--- src/rtl/uart_shreg_pkg.sv ---
package uart_shreg_pkg;
    localparam int DW = 8;
    localparam int AW = 4;
    localparam int CODE_W = 4;
    localparam int EVT_W = 2;
    localparam int PIN_W = 4;
    localparam int ENH_BIT = 4;

    localparam logic [AW-1:0] A_IER = 4'd0;
    localparam logic [AW-1:0] A_ISR = 4'd1;
    localparam logic [AW-1:0] A_FCR = 4'd2;
    localparam logic [AW-1:0] A_LCR = 4'd3;
    localparam logic [AW-1:0] A_MCR = 4'd4;
    localparam logic [AW-1:0] A_LSR = 4'd5;
    localparam logic [AW-1:0] A_MSR = 4'd6;
    localparam logic [AW-1:0] A_SPR = 4'd7;
    localparam logic [AW-1:0] A_EFR = 4'd8;

    localparam logic [DW-1:0] IER_GUARD = 8'hF0;
    localparam logic [DW-1:0] FCR_GUARD = 8'h30;
    localparam logic [DW-1:0] MCR_GUARD = 8'hE0;

    localparam logic [DW-1:0] LSR_RST = 8'h60;
    localparam logic [DW-1:0] SPR_RST = 8'hFF;
    localparam logic [CODE_W-1:0] CODE_RST = 4'b0001;

    typedef struct packed {
        logic [DW-1:0] lcr;
        logic [DW-1:0] spr;
        logic [DW-1:0] efr;
        logic [DW-1:0] lsr;
    } misc_regs_t;
endpackage

--- src/rtl/shadow_field_reg.sv ---
module shadow_field_reg #(
    parameter int W = 8,
    parameter logic [W-1:0] MASK = '0,
    parameter logic [W-1:0] RST = '0
) (
    input  logic         clk,
    input  logic         rst_n,
    input  logic         wr_i,
    input  logic [W-1:0] wdata_i,
    input  logic         enh_i,
    input  logic         save_i,
    input  logic         restore_i,
    output logic [W-1:0] value_o
);
    typedef struct packed {
        logic [W-1:0] vis;
        logic [W-1:0] shd;
    } st_t;

    st_t st_d, st_q;

    always_comb begin
        st_d = st_q;
        if (save_i) begin
            st_d.shd = st_q.vis & MASK;
            st_d.vis = st_q.vis & ~MASK;
        end else if (restore_i) begin
            st_d.vis = (st_q.vis & ~MASK) | (st_q.shd & MASK);
        end
        if (wr_i) begin
            if (enh_i) st_d.vis = wdata_i;
            else       st_d.vis = (st_d.vis & MASK) | (wdata_i & ~MASK);
        end
    end

    always_ff @(posedge clk or negedge rst_n) begin
        if (!rst_n) begin
            st_q.vis <= RST;
            st_q.shd <= '0;
        end else begin
            st_q <= st_d;
        end
    end

    assign value_o = st_q.vis;
endmodule

--- src/rtl/isr_status_unit.sv ---
module isr_status_unit #(
    parameter int CODE_W = 4,
    parameter int EVT_W = 2,
    parameter logic [CODE_W-1:0] CODE_RST = '0
) (
    input  logic              clk,
    input  logic              rst_n,
    input  logic [CODE_W-1:0] code_i,
    input  logic [EVT_W-1:0]  evt_i,
    input  logic              enh_i,
    input  logic              save_i,
    input  logic              restore_i,
    input  logic              clr_i,
    output logic [CODE_W-1:0] code_o,
    output logic [EVT_W-1:0]  flags_o
);
    typedef struct packed {
        logic [CODE_W-1:0] code;
        logic [EVT_W-1:0]  flags;
        logic [EVT_W-1:0]  shd;
    } st_t;

    st_t st_d, st_q;

    always_comb begin
        st_d = st_q;
        st_d.code = code_i;
        if (save_i) begin
            st_d.shd   = st_q.flags;
            st_d.flags = '0;
        end else if (restore_i) begin
            st_d.flags = st_q.shd;
        end else begin
            st_d.flags = (clr_i ? '0 : st_q.flags) | (enh_i ? evt_i : '0);
        end
    end

    always_ff @(posedge clk or negedge rst_n) begin
        if (!rst_n) begin
            st_q.code  <= CODE_RST;
            st_q.flags <= '0;
            st_q.shd   <= '0;
        end else begin
            st_q <= st_d;
        end
    end

    assign code_o  = st_q.code;
    assign flags_o = st_q.flags;
endmodule

--- src/rtl/modem_status_unit.sv ---
module modem_status_unit #(
    parameter int N = 4
) (
    input  logic         clk,
    input  logic         rst_n,
    input  logic [N-1:0] pins_i,
    input  logic         clr_i,
    output logic [N-1:0] delta_o
);
    typedef struct packed {
        logic [N-1:0] last;
        logic [N-1:0] delta;
        logic         armed;
    } st_t;

    st_t st_d, st_q;

    always_comb begin
        st_d = st_q;
        st_d.last  = pins_i;
        st_d.armed = 1'b1;
        st_d.delta = (clr_i ? '0 : st_q.delta)
                   | (st_q.armed ? (pins_i ^ st_q.last) : '0);
    end

    always_ff @(posedge clk or negedge rst_n) begin
        if (!rst_n) begin
            st_q <= '0;
        end else begin
            st_q <= st_d;
        end
    end

    assign delta_o = st_q.delta;
endmodule

--- src/rtl/uart_shreg_bank.sv ---
module uart_shreg_bank
    import uart_shreg_pkg::*;
(
    input  logic              clk,
    input  logic              rst_n,
    input  logic [AW-1:0]     addr_i,
    input  logic [DW-1:0]     wdata_i,
    input  logic              wr_i,
    input  logic              rd_i,
    output logic [DW-1:0]     rdata_o,
    input  logic [CODE_W-1:0] irq_code_i,
    input  logic [EVT_W-1:0]  evt_i,
    input  logic [DW-1:0]     lsr_i,
    input  logic [PIN_W-1:0]  modem_i,
    output logic [DW-1:0]     ier_o,
    output logic [DW-1:0]     fcr_o,
    output logic [DW-1:0]     lcr_o,
    output logic [DW-1:0]     mcr_o,
    output logic [DW-1:0]     efr_o
);
    misc_regs_t misc_d, misc_q;

    logic enh, save, restore;
    logic wr_ier, wr_fcr, wr_mcr, wr_efr;
    logic rd_isr, rd_msr;
    logic [CODE_W-1:0] isr_code;
    logic [EVT_W-1:0]  isr_flags;
    logic [PIN_W-1:0]  msr_delta;
    logic [DW-1:0]     isr_view;
    logic [DW-1:0]     msr_view;
    logic [DW-1:0]     lsr_q;
    logic [DW-1:0]     spr_q;

    assign enh     = misc_q.efr[ENH_BIT];
    assign wr_ier  = wr_i && (addr_i == A_IER);
    assign wr_fcr  = wr_i && (addr_i == A_FCR);
    assign wr_mcr  = wr_i && (addr_i == A_MCR);
    assign wr_efr  = wr_i && (addr_i == A_EFR);
    assign rd_isr  = rd_i && (addr_i == A_ISR);
    assign rd_msr  = rd_i && (addr_i == A_MSR);
    assign save    = wr_efr &&  enh && !wdata_i[ENH_BIT];
    assign restore = wr_efr && !enh &&  wdata_i[ENH_BIT];

    always_comb begin
        misc_d = misc_q;
        misc_d.lsr = lsr_i;
        if (wr_i) begin
            unique case (addr_i)
                A_LCR:   misc_d.lcr = wdata_i;
                A_SPR:   misc_d.spr = wdata_i;
                A_EFR:   misc_d.efr = wdata_i;
                default: ;
            endcase
        end
    end

    always_ff @(posedge clk or negedge rst_n) begin
        if (!rst_n) begin
            misc_q.lcr <= '0;
            misc_q.spr <= SPR_RST;
            misc_q.efr <= '0;
            misc_q.lsr <= LSR_RST;
        end else begin
            misc_q <= misc_d;
        end
    end

    shadow_field_reg #(.W(DW), .MASK(IER_GUARD), .RST('0)) u_ier (
        .clk(clk), .rst_n(rst_n), .wr_i(wr_ier), .wdata_i(wdata_i),
        .enh_i(enh), .save_i(save), .restore_i(restore), .value_o(ier_o)
    );

    shadow_field_reg #(.W(DW), .MASK(FCR_GUARD), .RST('0)) u_fcr (
        .clk(clk), .rst_n(rst_n), .wr_i(wr_fcr), .wdata_i(wdata_i),
        .enh_i(enh), .save_i(save), .restore_i(restore), .value_o(fcr_o)
    );

    shadow_field_reg #(.W(DW), .MASK(MCR_GUARD), .RST('0)) u_mcr (
        .clk(clk), .rst_n(rst_n), .wr_i(wr_mcr), .wdata_i(wdata_i),
        .enh_i(enh), .save_i(save), .restore_i(restore), .value_o(mcr_o)
    );

    isr_status_unit #(.CODE_W(CODE_W), .EVT_W(EVT_W), .CODE_RST(CODE_RST)) u_isr (
        .clk(clk), .rst_n(rst_n), .code_i(irq_code_i), .evt_i(evt_i),
        .enh_i(enh), .save_i(save), .restore_i(restore), .clr_i(rd_isr),
        .code_o(isr_code), .flags_o(isr_flags)
    );

    modem_status_unit #(.N(PIN_W)) u_msr (
        .clk(clk), .rst_n(rst_n), .pins_i(modem_i), .clr_i(rd_msr),
        .delta_o(msr_delta)
    );

    assign isr_view = {fcr_o[0], fcr_o[0], isr_flags, isr_code};
    assign msr_view = {modem_i, msr_delta};
    assign lsr_q    = misc_q.lsr;
    assign spr_q    = misc_q.spr;
    assign lcr_o    = misc_q.lcr;
    assign efr_o    = misc_q.efr;

    always_comb begin
        unique case (addr_i)
            A_IER:   rdata_o = ier_o;
            A_ISR:   rdata_o = isr_view;
            A_FCR:   rdata_o = fcr_o;
            A_LCR:   rdata_o = misc_q.lcr;
            A_MCR:   rdata_o = mcr_o;
            A_LSR:   rdata_o = misc_q.lsr;
            A_MSR:   rdata_o = msr_view;
            A_SPR:   rdata_o = misc_q.spr;
            A_EFR:   rdata_o = misc_q.efr;
            default: rdata_o = '0;
        endcase
    end
endmodule

--- config.mk ---
export PLATFORM = sky130hd
export DESIGN_NAME = uart_shreg_bank
export DESIGN_NICKNAME = d
export VERILOG_FILES = /design/src/rtl/uart_shreg_pkg.sv /design/src/rtl/shadow_field_reg.sv /design/src/rtl/isr_status_unit.sv /design/src/rtl/modem_status_unit.sv /design/src/rtl/uart_shreg_bank.sv
export SDC_FILE = /design/constraint.sdc
export NUM_CORES = 1
export LEC_CHECK = 0
export BUFFER_PORTS_ARGS = -buffer_cell sky130_fd_sc_hd__buf_2
export CORE_UTILIZATION = 50
export CTS_BUF_LIST = sky130_fd_sc_hd__clkbuf_16
export DETAILED_ROUTE_END_ITERATION = 8
export HOLD_SLACK_MARGIN = 0.03
export PLACE_DENSITY = 0.73
export SETUP_SLACK_MARGIN = 0.2
export SLEW_MARGIN = 20
export SYNTH_ARGS = -nofsm -noshare
export SYNTH_HDL_FRONTEND = slang
export SYNTH_SLANG_ARGS = --single-unit
export TNS_END_PERCENT = 10
--- constraint.sdc ---
create_clock -name clk -period 1.75 [get_ports clk]
set_clock_uncertainty 0.15 [all_clocks]
set_input_delay 0.0875 -clock clk [delete_from_list [all_inputs] [get_ports clk]]
set_output_delay 0.0875 -clock clk [all_outputs]
set_load 0.01 [all_outputs]
==> run_results.csv, run 1 <==
group,metric,value,unit
sta,period_share,1.10,
sta,max_freq,0.522,GHz
pwr,power_density,1090,nW/um^2
final_layout,nFillCells,609,
clock_tree,tritoncts,"done",
sta,timing.final.ws_setup,-0.166,ns
final_layout,areaGrowthSynthToFinish,29.8,%
final_layout,drive_gt1_frac,0.501,
clock_tree,clk_path_buf_depth,2,
yosys,synthesis.nets,375,
floorplan,die_w,93.5,um
clock_tree,clock_latency,0.33,ns
yosys,ys_seq_area_frac,0.493,
grt,grt_pass1_wl,17900,um
yosys,netlist_top_cells_area,"dfrtp_1 (42%), mux2_2 (15%), dfstp_2 (6.9%)",
placed_design,hpwlAfterDp,7830,um
final_layout,nets,496,
final_layout,post-route-util,0.665,
final_layout,fin_cells,572,
yosys,yosysUniqueCellTypes,59,
clock_tree,clkSinkCount,82,
detailed_routing,ant_nets,0,
floorplan,start_util,0.512,
detailed_routing,wl,11600,um
placed_design,placed_area,4780,sq um
floorplan,core-area,8180,sq um
detailed_routing,vias_per_cell,5.81,
detailed_routing,wl_per_cell,20.3,um
grt,antenna_found_initial,0,
status,outcome,"finished, violations left",
clock_tree,cts-htree-levels,3,
yosys,syn_area,4190,sq um
grt,grt_max_degree,49,
floorplan,num_io_pins,82,
pwr,ir_drop,0.000578,V
worst_setup_path,critPathKind,"flip-flop to primary output",
worst_setup_path,critPathCaptureType,"primary output",
floorplan,rows,33,
sta,hold_viol_final,0,
sta,finalSetupViolations,6,
final_layout,diodes,0,
status,failed_checks,"negative setup slack",
sta,final_max_slew_viol_count,0,
grt,met3_usage,0.0675,
placed_design,portBuffers,81,
worst_setup_path,crit_arrival,1.68,ns
sta,layout_min_cycle_time,1.92,ns
sta,tns,-0.407,ns
worst_hold_path,hold_path_class,"input port to flip-flop",
yosys,synthCells,341,
floorplan,die_height,93.5,um
yosys,yosys-top-cells-count,"dfrtp_1 (71), mux2_2 (54), buf_4 (29)",
yosys,synth_edf_count,0,
grt,use_met2,0.421,
worst_setup_path,cp-start-kind,"flip-flop",
yosys,synth_most_common_cell,"dfrtp_1",
placed_design,dp.cells,525,
grt,grt_overflow,0,
yosys,synth_flop_cell,"dfrtp_1",
yosys,avgSynthCellArea,12.3,sq um
yosys,yosys_warnings,0,
floorplan,die_area,8750,sq um
sta,grt_setup_unrepaired,"true",
grt,grt_usage,0.279,
grt,grt_pass1_vias,3317,
clock_tree,clk_pin_slew_worst_paths,0.06,ns
worst_setup_path,worstPathRequired,1.51,ns
grt,use_met1,0.384,
pwr,p_leak,2.50,nW
final_layout,stdcell_area,5430,sq um
run,maxCapViolations,0,
yosys,yosys.area.top_type,"dfrtp_1",
detailed_routing,drc,0,
detailed_routing,drt_iter0_drc,269,
yosys,async_reset_ff_frac,1.00,
yosys,yosysTopAreaCellShare,0.424,
clock_tree,cts_made_buffers,9,
worst_setup_path,cp_max_fo,2,
placed_design,gp_congestion,0.917,
grt,busiest_layer,"met2",
clock_tree,root_buffer,"clkbuf_16",
detailed_routing,dr.pass1.iters,4,
pwr,fin_total_pwr,5.90,mW
detailed_routing,via_count,3321,
yosys,ys_ff_latch,82,
-- layer usage --
layer / up-vias / routed length [um]
met4: 0 / 331
met3: 21 / 750
met1: 1681 / 5110
li1: 1484 / -
met5: - / 0
met2: 135 / 5420
-- cells in the final DEF (no fill, tap or decap), drive strengths merged, types with 4 or more instances in the layout --
master       netlist  routed
a21oi              4       4
a221o              5       5
a22o              11      11
a31oi              6       6
a32oi              4       4
buf               38     126
clkbuf             5       9
dfrtp             71      71
dfstp             11      11
dlygate4sd3        0      27
mux2              54      54
mux2i             16      16
nand2             19      19
nand3             19      19
nand3b             8       8
nor2               6       6
nor2b              6       6
o21ai             11      11
xor2               4       4
-- repair_timing --
action	in CTS	in global routing
pin swaps	11	2
hold buffers	27	0
hold endpoints to repair	142	0
setup buffers	2	2
gates cloned	0	0
setup endpoints to repair	10	24
resized for setup	12	5
-- per-stage QoR --
stage,hold WS [ns],setup WS (ns)
finish,0.0468,-0.166
global route,0.0663,-0.200
CTS,0.0380,-0.122
detailed placement,-0.243,-0.0275
global placement,-0.244,0.0280
floorplan,-0.358,0.211
-- where the power goes --
| group | internal [mW] | switching, mW | total, mW |
|---|---|---|---|
| registers | 2.27 | 0.322 | 2.60 |
| clock network | 1.10 | 0.754 | 1.85 |
| logic | 0.759 | 0.691 | 1.45 |
-- registers in the layout (all words and copies together) (netlist names), 4 cells and up --
signal / flops
u_mcr.value_o: 8
efr_o: 8
u_ier.st_q: 4
u_msr.delta_o: 4
spr_q: 8
lsr_q: 8
u_ier.value_o: 8
u_msr.st_q: 5
lcr_o: 8
u_isr.code_o: 4
u_fcr.value_o: 8
-- cells by family after synthesis --
logic type / Yosys count / share of synthesized area
xor gates and xnor gates: 4 / 0.00836
muxes: 71 / 0.189
DFF: 82 / 0.493
AOI/OAI and AO/OA: 62 / 0.116
and+or+nand+nor: 76 / 0.121
other: 1 / 0.000895
buffers and inverters: 45 / 0.0717
-- worst paths after layout --
path | startpoint | end | slack, ns | cells after the start
min reg2reg | u_isr.st_q[0] | u_isr.st_q[0] | 0.36 | 1
max reg2reg | efr_o[4] | u_isr.st_q[1] | 0.28 | 2
min | rd_i | u_isr.flags_o[1] | 0.05 | 4
max | u_isr.flags_o[0] | rdata_o[4] | -0.17 | 4
min in group asynchronous | rst_n | u_mcr.st_q[6] | 0.14 | 3
max in group asynchronous | rst_n | u_msr.st_q[7] | 0.66 | 3
-- area by class of cell --
cell class | instances | area, sq um | share of cell area
Tap cell | 105 | 131 | 0.0242
Clock buffer | 9 | 225 | 0.0414
Sequential cell | 82 | 2070 | 0.381
Multi-Input combinational cell | 214 | 1870 | 0.345
Clock inverter | 7 | 70.1 | 0.0129
Timing Repair Buffer | 153 | 1060 | 0.195
Inverter | 2 | 7.51 | 0.00138
-- critical path, stage by stage (launching register included) --
cell     delay [ns]
dfrtp_1        0.42
mux4_2         0.50
o21ai_2        0.17
o22ai_2        0.10
buf_2          0.16
Power figures use the tool's default switching activity.
==> inputs of run 2 (changes only) <==
--- a/config.mk
+++ b/config.mk
@@ -10,7 +10,7 @@
 export CTS_BUF_LIST = sky130_fd_sc_hd__clkbuf_16
 export DETAILED_ROUTE_END_ITERATION = 8
 export HOLD_SLACK_MARGIN = 0.03
-export PLACE_DENSITY = 0.73
+export PLACE_DENSITY = 0.76
 export SETUP_SLACK_MARGIN = 0.2
 export SLEW_MARGIN = 20
 export SYNTH_ARGS = -nofsm -noshare
==> constraint.sdc (replaced) <==
create_clock -name clk -period 1.55 [get_ports clk]
set_clock_uncertainty 0.15 [all_clocks]
set_input_delay 0.0775 -clock clk [delete_from_list [all_inputs] [get_ports clk]]
set_output_delay 0.0775 -clock clk [all_outputs]
set_load 0.01 [all_outputs]
==> run_results.csv, run 2 (same netlist as run 1, synthesis figures left out) <==
group,metric,value,unit
floorplan,rows,33,
floorplan,core-area,8180,sq um
worst_setup_path,crit_path_max_incr_delay,0.48,ns
floorplan,num_io_pins,82,
final_layout,drive_gt1_frac,0.545,
pwr,p_switching,2.11,mW
grt,grt_pass1_vias,3496,
pwr,p_leak,2.67,nW
worst_setup_path,cp_max_fo,2,
worst_setup_path,critPathKind,"flip-flop to primary output",
pwr,power_density,1200,nW/um^2
final_layout,nFillCells,556,
placed_design,gp_congestion,0.921,
sta,finalSetupViolations,8,
clock_tree,clk_path_buf_depth,2,
sta,final_max_slew_viol_count,0,
final_layout,diodes,0,
pwr,ir_drop,0.000651,V
floorplan,start_util,0.512,
pwr,clockPowerShare,0.314,
worst_setup_path,crit_slowest_cell,"mux4_2",
worst_hold_path,hold_path_class,"input port to flip-flop",
detailed_routing,wl_per_cell,20.6,um
detailed_routing,drc,0,
clock_tree,clkSinkCount,82,
worst_setup_path,r2r_setup_slack,0.05,ns
clock_tree,clock_latency,0.34,ns
clock_tree,tritoncts,"done",
pwr,seq_power_share,0.422,
status,failed_checks,"negative setup slack",
worst_setup_path,crit_arrival,1.68,ns
worst_setup_path,cp-start-kind,"flip-flop",
grt,grt_max_degree,33,
clock_tree,cts-htree-levels,3,
sta,tns,-1.65,ns
sta,layout_min_cycle_time,1.91,ns
clock_tree,holdBufCountCts,26,
final_layout,final_common_cell,"buf_2",
grt,grt_usage,0.294,
worst_setup_path,path_cells,"mux4_2, o21ai_2, o22ai_2, buf_2",
detailed_routing,dr.pass1.iters,4,
final_layout,layout_common_cells,"buf_2 (76), dfrtp_1 (69), buf_4 (59)",
final_layout,ff_latch_area,2070,sq um
run,maxCapViolations,0,
floorplan,die_height,93.5,um
sta,period_share,1.23,
final_layout,multi_input_area,1980,sq um
sta,whs,0.00372,ns
detailed_routing,ant_nets,0,
sta,hold_viol_final,0,
grt,grt_overflow,0,
sta,max_freq,0.524,GHz
detailed_routing,wl,12200,um
status,outcome,"finished, violations left",
detailed_routing,drt_iter0_drc,205,
detailed_routing,via_count,3509,
floorplan,die_w,93.5,um
placed_design,dp_slack,-0.186,ns
placed_design,portBuffers,81,
worst_setup_path,critPathCaptureType,"primary output",
pwr,internal_power,4.80,mW
pwr,switching_share,0.305,
final_layout,areaGrowthSynthToFinish,37.7,%
clock_tree,cts_made_buffers,9,
detailed_routing,vias_per_cell,5.92,
clock_tree,clk_pin_slew_worst_paths,0.06,ns
final_layout,nets,517,
worst_setup_path,worstPathRequired,1.32,ns
placed_design,hpwlAfterDp,8230,um
sta,timing.final.ws_setup,-0.360,ns
grt,grt_pass1_wl,19100,um
clock_tree,root_buffer,"clkbuf_16",
grt,antenna_found_initial,0,
pwr,p_comb_frac,0.265,
floorplan,die_area,8750,sq um
sta,grt_setup_unrepaired,"true",
==> run 2: metrics by stage <==
step                      total power [mW]  instances  cell area, sq um  utilization
after detailed placement              4.51        548              4990        0.611
after floorplan                       3.91        341              4200            -
after global placement                4.46        548              4990        0.611
final                                 6.91        593              5770        0.706
after global routing                  7.21        593              5770        0.706
after CTS                             6.81        592              5690        0.697
==> run 2: routing by layer <==
layer | GRT usage | part of all wire | vias up
met5 | 0 | 0 | -
met4 | 0.124 | 0.031 | 0
li1 | - | - | 1524
met3 | 0.0472 | 0.047 | 31
met2 | 0.469 | 0.48 | 160
met1 | 0.397 | 0.45 | 1794
==> run 2: cell type report <==
type	instances	share of cell area
clock inverters	7	0.0134
multi-input cells	214	0.343
repair buffers	174	0.222
flip-flops and latches	82	0.359
inverters	2	0.00130
clock buffers	9	0.0390
well taps	105	0.0228
==> run 2: critical path: cells and delay by family (launching register included) <==
family	cells	cell delay (ns)
buffers and inverters	1	0.17
multiplexers	1	0.48
flip-flops	1	0.41
AO/OA/AOI/OAI	2	0.29
==> run 2: final timing paths <==
path	end	startpoint	depth (start not counted)
min	efr_o[4]	wdata_i[4]	3
max in group asynchronous	spr_q[3]	rst_n	3
max reg2reg	u_mcr.value_o[5]	efr_o[4]	3
max	rdata_o[4]	u_isr.flags_o[0]	4
min reg2reg	u_fcr.st_q[4]	u_fcr.st_q[4]	1
min in group asynchronous	u_mcr.value_o[5]	rst_n	2
==> run 2: power groups by stage <==
| stage | combinational [mW] | clock, mW | sequential (mW) |
|---|---|---|---|
| finish | 1.83 | 2.17 | 2.91 |
| global placement | 1.55 | 0 | 2.91 |
| global route | 1.96 | 2.30 | 2.95 |
| CTS | 1.74 | 2.17 | 2.90 |
| detailed placement | 1.59 | 0 | 2.91 |
| floorplan | 1.04 | 0 | 2.87 |
==> run 2: timing repair <==
| action | 4_1_cts | 5_1_grt |
|---|---|---|
| gates resized for setup | 34 | 14 |
| endpoints found under the setup margin | 34 | 43 |
| hold endpoints to repair | 133 | 1 |
| buffers inserted | 2 | 1 |
| pin swaps | 19 | 21 |
